--- config.mk ---
export PLATFORM = sky130hd
export DESIGN_NAME = sndRegPort
export DESIGN_NICKNAME = d
export VERILOG_FILES = /design/src/rtl/sndRegPkg.sv /design/src/rtl/sndRegCtl.sv /design/src/rtl/sndRegDp.sv /design/src/rtl/sndRegPort.sv
export SDC_FILE = /design/constraint.sdc
export NUM_CORES = 1
export LEC_CHECK = 0
export BUFFER_PORTS_ARGS = -buffer_cell sky130_fd_sc_hd__clkbuf_2
export CAP_MARGIN = 10
export CORE_MARGIN = 5
export CORE_UTILIZATION = 55
export CTS_CLUSTER_DIAMETER = 60
export DETAILED_ROUTE_END_ITERATION = 16
export PLACE_DENSITY = 0.88
export SLEW_MARGIN = 5
export SYNTH_ARGS = -nofsm -noshare
export SYNTH_HDL_FRONTEND = slang
export SYNTH_SLANG_ARGS = --single-unit
--- constraint.sdc ---
create_clock -name clk -period 3.2 [get_ports clk]
set_input_delay 0.64 -clock clk [delete_from_list [all_inputs] [get_ports clk]]
set_output_delay 0.64 -clock clk [all_outputs]
set_load 0.005 [all_outputs]
--- src/rtl/sndRegPkg.sv ---
package sndRegPkg;
  localparam int DATA_W = 8;

  typedef struct packed {
    logic selWr;   // load select latch
    logic dataWr;  // store into selected register
    logic rdReg;   // read register data (offset 0)
    logic rdVoid;  // read of an offset that returns all ones
  } ctlStb_t;

  // bits kept when a value is stored into register idx
  function automatic logic [DATA_W-1:0] keepMask(input int idx);
    case (idx)
      1, 3, 5, 13:   keepMask = 8'h0F;
      6, 8, 9, 10:   keepMask = 8'h1F;
      default:       keepMask = 8'hFF;
    endcase
  endfunction
endpackage

--- src/rtl/sndRegCtl.sv ---
module sndRegCtl
  import sndRegPkg::*;
(
  input  logic       cs,
  input  logic       rdStb,
  input  logic       wrStb,
  input  logic [1:0] offset,
  input  logic       byteAcc,
  output ctlStb_t    stb
);
  logic wrOk;
  logic rdAny;

  // shadow aliases (bit 0 set) are honoured only for byte accesses
  assign wrOk  = cs && wrStb && (!offset[0] || byteAcc);
  assign rdAny = cs && rdStb;

  always_comb begin
    stb        = '0;
    stb.selWr  = wrOk && !offset[1];
    stb.dataWr = wrOk && offset[1];
    stb.rdReg  = rdAny && (offset == 2'b00);
    stb.rdVoid = rdAny && (offset != 2'b00);
  end
endmodule

--- src/rtl/sndRegDp.sv ---
module sndRegDp
  import sndRegPkg::*;
#(
  parameter int NUM_REGS  = 16,
  parameter int PORTA_IDX = 14,
  parameter logic [DATA_W-1:0] PORTA_RST = 8'hFF
) (
  input  logic                       clk,
  input  logic                       rstN,
  input  ctlStb_t                    stb,
  input  logic [DATA_W-1:0]          wrData,
  output logic [DATA_W-1:0]          rdData,
  output logic [NUM_REGS*DATA_W-1:0] regFile,
  output logic [NUM_REGS-1:0]        regWe
);
  localparam int IDX_W = $clog2(NUM_REGS);
  localparam logic [DATA_W-1:0] ALL_ONES = '1;
  localparam logic [DATA_W-1:0] LIMIT = DATA_W'(NUM_REGS);

  logic [DATA_W-1:0] selLatch;
  logic [DATA_W-1:0] rdLatch;
  logic [DATA_W-1:0] regArr [NUM_REGS];
  logic              selValid;
  logic              newSelValid;
  logic [IDX_W-1:0]  selIdx;
  logic [IDX_W-1:0]  newIdx;

  assign selValid    = selLatch < LIMIT;
  assign newSelValid = wrData < LIMIT;
  assign selIdx      = selLatch[IDX_W-1:0];
  assign newIdx      = wrData[IDX_W-1:0];

  always_ff @(posedge clk) begin
    if (!rstN) begin
      selLatch <= '0;
      rdLatch  <= '0;
    end else begin
      if (stb.selWr) begin
        selLatch <= wrData;
        if (newSelValid) rdLatch <= regArr[newIdx];
      end else if (stb.dataWr && selValid) begin
        rdLatch <= wrData;
      end
    end
  end

  always_ff @(posedge clk) begin
    if (!rstN)            rdData <= '0;
    else if (stb.rdReg)   rdData <= selValid ? rdLatch : ALL_ONES;
    else if (stb.rdVoid)  rdData <= ALL_ONES;
  end

  for (genvar g = 0; g < NUM_REGS; g++) begin : gReg
    localparam logic [DATA_W-1:0] RST_VAL  = (g == PORTA_IDX) ? PORTA_RST : '0;
    localparam logic [DATA_W-1:0] KEEP     = keepMask(g);
    localparam logic [IDX_W-1:0]  MY_IDX   = IDX_W'(g);
    logic [DATA_W-1:0] q;
    logic              hit;
    logic              pulse;

    assign hit = stb.dataWr && selValid && (selIdx == MY_IDX);

    always_ff @(posedge clk) begin
      if (!rstN) begin
        q     <= RST_VAL;
        pulse <= 1'b0;
      end else begin
        pulse <= hit;
        if (hit) q <= wrData & KEEP;
      end
    end

    assign regArr[g]                   = q;
    assign regFile[g*DATA_W +: DATA_W] = q;
    assign regWe[g]                    = pulse;
  end
endmodule

--- src/rtl/sndRegPort.sv ---
module sndRegPort
  import sndRegPkg::*;
#(
  parameter int NUM_REGS = 16
) (
  input  logic                       clk,
  input  logic                       rstN,
  input  logic                       cs,
  input  logic                       rdStb,
  input  logic                       wrStb,
  input  logic [1:0]                 offset,
  input  logic                       byteAcc,
  input  logic [DATA_W-1:0]          wrData,
  output logic [DATA_W-1:0]          rdData,
  output logic [NUM_REGS*DATA_W-1:0] regFile,
  output logic [NUM_REGS-1:0]        regWe
);
  ctlStb_t stb;

  sndRegCtl ctl_i (
    .cs(cs), .rdStb(rdStb), .wrStb(wrStb),
    .offset(offset), .byteAcc(byteAcc), .stb(stb)
  );

  sndRegDp #(.NUM_REGS(NUM_REGS)) dp_i (
    .clk(clk), .rstN(rstN), .stb(stb), .wrData(wrData),
    .rdData(rdData), .regFile(regFile), .regWe(regWe)
  );
endmodule

==> results of run 1 <==
[Yosys cell counts, drive strengths merged, types with 2 or more instances]
| cell type | n |
|---|---|
| a2111oi | 3 |
| a21oi | 9 |
| a221o | 3 |
| a22oi | 5 |
| a311oi | 3 |
| a31oi | 8 |
| and2 | 5 |
| and3 | 2 |
| buf | 63 |
| clkbuf | 38 |
| dfxtp | 140 |
| inv | 6 |
| mux2 | 5 |
| mux2i | 122 |
| mux4 | 9 |
| nand2 | 36 |
| nand2b | 8 |
| nand3 | 14 |
| nand3b | 2 |
| nor2 | 104 |
| nor2b | 2 |
| nor3 | 11 |
| nor4 | 13 |
| o211ai | 2 |
| o21ai | 7 |
| o221a | 8 |
| o221ai | 3 |
| o22ai | 2 |
| o32ai | 2 |
| or4 | 5 |
[cells in the final DEF, fill, tap and decap left out, types with 6 or more instances in the layout]
cell type  count
nand3_1       14
clkbuf_2     139
nor2_1       104
a21oi_1        9
conb_1        28
o221a_2        8
nor3_4         7
mux4_2         9
nand2_1       36
buf_4         14
nand2b_1       8
a31oi_1        8
clkbuf_16     17
mux2i_1      122
bufinv_16      6
o21ai_0        7
nor4_1        11
dfxtp_1      140
[metrics by stage]
stage                     power, uW  util [%]  instances  area, um^2
after CTS                      4280      66.5        901        7570
final                          4280      66.5        901        7570
after global placement         2030      60.5        869        6880
after detailed placement       2040      60.5        869        6880
after global routing           4390      66.5        901        7570
after floorplan                2000         -        673        6460
[power breakdown]
part / internal (uW) / switching [uW] / total [uW]
Clock: 1520 / 747 / 2270
Combinational: 77.2 / 154 / 232
Sequential: 1760 / 16.0 / 1780
[worst min-delay path: cells and delay by family (launching register included)]
kind | cells | cell delay [ps]
AND/OR/NAND/NOR | 1 | 60
AO/OA/AOI/OAI | 1 | 50
flip-flops | 1 | 330
[cell type report]
cell class	count	area, um^2
clock buffer	21	470
clock inverter	11	211
fill	861	3800
inverter	6	23.8
multi-input combinational	426	3060
sequential	140	2800
tap	143	179
timing repair buffer	154	821
[how the worst min path moves through the flow]
stage | from | cells after the start | endpoint
after floorplan | dp_i.rdLatch[0] | 2 | dp_i.rdLatch[0]
after global placement | dp_i.selLatch[6] | 2 | dp_i.selLatch[6]
after detailed placement | dp_i.selLatch[6] | 2 | dp_i.selLatch[6]
after CTS | dp_i.selLatch[6] | 2 | dp_i.selLatch[6]
after global routing | dp_i.rdLatch[2] | 2 | dp_i.rdLatch[2]
final | dp_i.selLatch[5] | 2 | dp_i.selLatch[5]
[cell families after synthesis]
logic type | after synthesis | synth area share, %
buffers and inverters | 107 | 9.41
AO/OA/AOI/OAI | 57 | 6.79
other | 1 | 0.0590
multiplexers | 136 | 23.3
flip-flops | 140 | 44.1
AND/OR/NAND/NOR | 205 | 16.4
[state kept, by name (all words and copies together), names as in the netlist]
name	cells
dp_i.selLatch	8
dp_i.gReg.q	100
dp_i.rdData	8
dp_i.rdLatch	8
dp_i.gReg.pulse	16
[per-layer routing]
layer  up-vias  global-route usage (%)
li1       2392                       -
met1      2492                    31.6
met2       304                    40.0
met3        39                    9.18
met4         0                    8.53
met5         -                       0
==> impl_metrics.ini, run 1 <==
[outcome]
outcome = completed

[route]
route.detailed.drc = 0
dr_wl_met2_um = 8540
first_iter_violations = 457
via_per_inst = 5.80
wl_met3_um = 1780
routed-via-count = 5227
postRouteAntennaNets = 0
wl_met1_um = 7120
routed_wl_um = 17800
route.top_layer_used = met4
dr.pass1.iters = 7
routedWlPerCell_um = 19.8

[synth]
synth-main-ff-cell = dfxtp_1
syn_area_mm2 = 0.00636
synth_cell_type_count = 43
netlist.top_cell.by_area = dfxtp_1
avgSynthCellArea_um2 = 9.84
ys_ff_latch = 140
synth_area_leaders = dfxtp_1, mux2i_1, nor2_1
synthCells = 646
synth.yosys.seq_area_share_pct = 44.1
async_flop_share_pct = 0
synth-edff-count = 0
netlist.area_leader.share_pct = 44.1
yosys_warnings = 0

[floorplan]
die_area_mm2 = 0.0138
die_w_um = 118
dieHeight_um = 118
start_util_pct = 55.9
ios = 168
coreArea_mm2 = 0.0114
rows = 39

[sta]
fin_ws_ps = 666
setup_viol = 0
setup-tns-final_ps = 0
finalHoldViolCount = 0
fmax_ghz = 0.395
rsz0062_at_grt = false
tightest_slew_ps = 748
finalMaxSlewViolations = 0
fin_hold_ws_ps = 491
min_period_ps = 2530
finClkSkew_ps = 9.74
post-route-period-util_pct = 79.2
slew_headroom_pct = 49.9

[global_route]
grt_max_degree = 44
track_usage_pct = 25.2
grt_pass1_wl_um = 28200
grt_pass1_vias = 5247
overflow = 0
antenna_found_initial = 0

[critical_path]
path_cells = nor4_4, nand4_2, buf_4, or4_1, mux2i_1, nor2_1
crit_end = dp_i.gReg[2].q[3]
path_depth = 6
cp.arrival_ps = 2820
reg2reg_depth = 6
critPathCaptureType = flip-flop
r2r_slack_ps = 670
cp_max_fo = 9
crit_type = flip-flop to flip-flop
critPathLaunch = dp_i.selLatch[4]
cp-start-kind = flip-flop
slowest_delay_ps = 810
r2r-end = dp_i.gReg[2].q[3]
cp_num_buf_inv = 1
cpMaxStageDelayCell = or4_1
regToRegStartpoint = dp_i.selLatch[4]
cp_top_family = simple AND/OR/NAND/NOR gates
crit_required_ps = 3490

[power]
p_per_area_mw_per_mm2 = 566
ir_drop_uv = 466
p_leak_uw = 0.00346

[clocking]
post-cts-setup-buffers = 0
root_buffer = clkbuf_16
cts.sinks = 140
clockBufferDepth = 2
cts_tree = done
hold_buffers = 0
htreeDepth = 4
cts_buffers = 17
cts.clk_slew.worst_paths_ps = 60
clock_latency_ps = 420
ctsResizeCount = 0

[placed_design]
routabilityCongestion = 0.892
hpwl_um = 12500
port_buffers = 139
pre_cts_ws_ps = 501

[finish]
layout-drive-gt1-share_pct = 29.0
area_delta_synth_final_pct = 19.0
diodes = 0
nNetsFinal = 761

[worst_hold_path]
hold_path.class = flip-flop to flip-flop

[run]
cap_violations = 0
Note: power is estimated with default switching activity, not from simulation.
==> run 2, diff against run 1 <==
--- a/config.mk
+++ b/config.mk
@@ -8,10 +8,10 @@
 export BUFFER_PORTS_ARGS = -buffer_cell sky130_fd_sc_hd__clkbuf_2
 export CAP_MARGIN = 10
 export CORE_MARGIN = 5
-export CORE_UTILIZATION = 55
+export CORE_UTILIZATION = 48
 export CTS_CLUSTER_DIAMETER = 60
 export DETAILED_ROUTE_END_ITERATION = 16
-export PLACE_DENSITY = 0.88
+export PLACE_DENSITY = 0.82
 export SLEW_MARGIN = 5
 export SYNTH_ARGS = -nofsm -noshare
 export SYNTH_HDL_FRONTEND = slang
==> constraint.sdc (replaced) <==
create_clock -name clk -period 2 [get_ports clk]
set_input_delay 0.4 -clock clk [delete_from_list [all_inputs] [get_ports clk]]
set_output_delay 0.4 -clock clk [all_outputs]
set_load 0.005 [all_outputs]
==> run 2 against run 1 <==
  * Design area up 6.1%
  * Sequential power is 60% higher
  * Fmax up 29%
  * Routed wire length grew 0.93%
  * Sequential share of layout area fell by 2.1 points
  * Combinational power up 86%
  * Flip-flop and latch count unchanged
  * Critical path depth is the same
  * Clock skew shrank 4.0 ps
  * Clock power is 51% higher
  * Worst setup slack lost 630 ps
  * Critical endpoint is now dp_i.gReg[4].q[4]
  * Largest power group unchanged
  * Highest routed layer unchanged
==> impl_metrics.ini, run 2 (synthesis gave the netlist of run 1 again) <==
[outcome]
outcome = completed

[floorplan]
coreArea_mm2 = 0.0131
dieHeight_um = 125
rows = 42
die_w_um = 125
ios = 168
die_area_mm2 = 0.0156
start_util_pct = 48.4

[global_route]
track_usage_pct = 22.3
grt_pass1_vias = 5076
antenna_found_initial = 0
overflow = 0
grt_max_degree = 43
grt_pass1_wl_um = 27900

[critical_path]
cp_max_fo = 8
cp_top_family = simple AND/OR/NAND/NOR gates
crit_required_ps = 2310
critPathCaptureType = flip-flop
cp_num_buf_inv = 1
crit_type = flip-flop to flip-flop
slowest_delay_ps = 570
cp.arrival_ps = 2270
cpMaxStageDelayCell = or4_4
path_cells = nor4_4, nand4_4, or4_4, buf_4, mux2i_1, nor2_1
cp-start-kind = flip-flop

[sta]
finalMaxSlewViolations = 0
setup-tns-final_ps = 0
rsz0062_at_grt = true
finClkSkew_ps = 5.74
setup_viol = 0
tightest_slew_ps = 545
fin_ws_ps = 40.1
post-route-period-util_pct = 98.0
min_period_ps = 1960
finalHoldViolCount = 0
fmax_ghz = 0.510
slew_headroom_pct = 63.5

[power]
p_leak_uw = 0.00370
p_per_area_mw_per_mm2 = 833
totalPowerFinal_uw = 6690
ir_drop_uv = 549

[route]
routedWlPerCell_um = 18.3
via_per_inst = 5.47
routed_wl_um = 18000
dr.pass1.iters = 5
first_iter_violations = 365
postRouteAntennaNets = 0
route.detailed.drc = 0
routed-via-count = 5357

[finish]
diodes = 0
mostFrequentLayoutCells = dfxtp_1, clkbuf_2, mux2i_1
largest_reg_flops = 100
top_regs = dp_i.gReg.q (100), dp_i.gReg.pulse (16)
area_delta_synth_final_pct = 26.3
regMostFlops = dp_i.gReg.q
layout-drive-gt1-share_pct = 33.4
nNetsFinal = 806

[clocking]
cts.sinks = 140
cts.clk_slew.worst_paths_ps = 60
root_buffer = clkbuf_16
clockBufferDepth = 2
htreeDepth = 4
cts_buffers = 17
cts_tree = done
clock_latency_ps = 420
hold_buffers = 0

[placed_design]
pre_cts_ws_ps = -0.924
routabilityCongestion = 0.895
port_buffers = 139
hpwl_um = 12900

[run]
cap_violations = 0

[worst_hold_path]
hold_path.class = input pin to flip-flop
[run 2: changes by cell type in the layout (fill, tap and decap cells not counted), sizes merged]
cell      previous run  this run
buf                 15        60
clkinvlp             1         2
clkbuf             160       159
clkinv               4         6
inv                  6         5
bufinv               6         5
[run 2: routing by layer]
metal | GRT usage (%) | vias to the layer above | part of all wire [%]
met1 | 29.7 | 2555 | 42
li1 | - | 2475 | -
met3 | 6.95 | 51 | 9.3
met4 | 10.0 | 0 | 3.3
met2 | 33.4 | 276 | 45
met5 | 0 | - | 0
[run 2: layout make-up]
cell class / instances / area (um^2)
inverters: 6 / 23.8
clock inverters: 12 / 194
clock buffers: 20 / 447
multi-input cells: 426 / 3080
well taps: 176 / 220
repair buffers: 199 / 1260
fillers: 1092 / 5110
flip-flops and latches: 140 / 2800
[run 2: report_power, final]
part / internal (uW) / switching, uW / leakage (uW) / total (uW)
sequential: 2820 / 26.2 / 0.00113 / 2850
combinational: 171 / 261 / 0.00226 / 432
clock: 2240 / 1180 / 0.000310 / 3420
total: 5230 / 1470 / 0.00370 / 6690
[run 2: path summary, 6_finish.rpt]
kind / endpoint / cells past startpoint / startpoint / slack (ps)
max: dp_i.gReg[4].q[4] / 6 / dp_i.selLatch[7] / 40
max reg2reg: dp_i.gReg[4].q[4] / 6 / dp_i.selLatch[7] / 40
min: dp_i.selLatch[7] / 3 / wrData[7] / 380
min reg2reg: dp_i.selLatch[7] / 2 / dp_i.selLatch[7] / 490
[run 2: worst min-delay path: stages]
cell      delay [ps]
clkbuf_2         200
nand2_1          100
a21oi_1           50
[run 2: through the flow]
stage	hold slack, ps	utilization, %	instances	cell area (um^2)
floorplan	446	-	673	6460
global placement	478	56.0	947	7350
detailed placement	486	56.0	947	7350
CTS	371	60.8	979	7990
global route	410	61.1	979	8030
finish	378	61.1	979	8030
[run 2: timing repair]
item | 4_1_cts | 5_1_grt
pin swaps | 0 | 2
resized for setup | 0 | 9
setup buffers | 0 | 1
setup endpoints to repair | 8 | 83
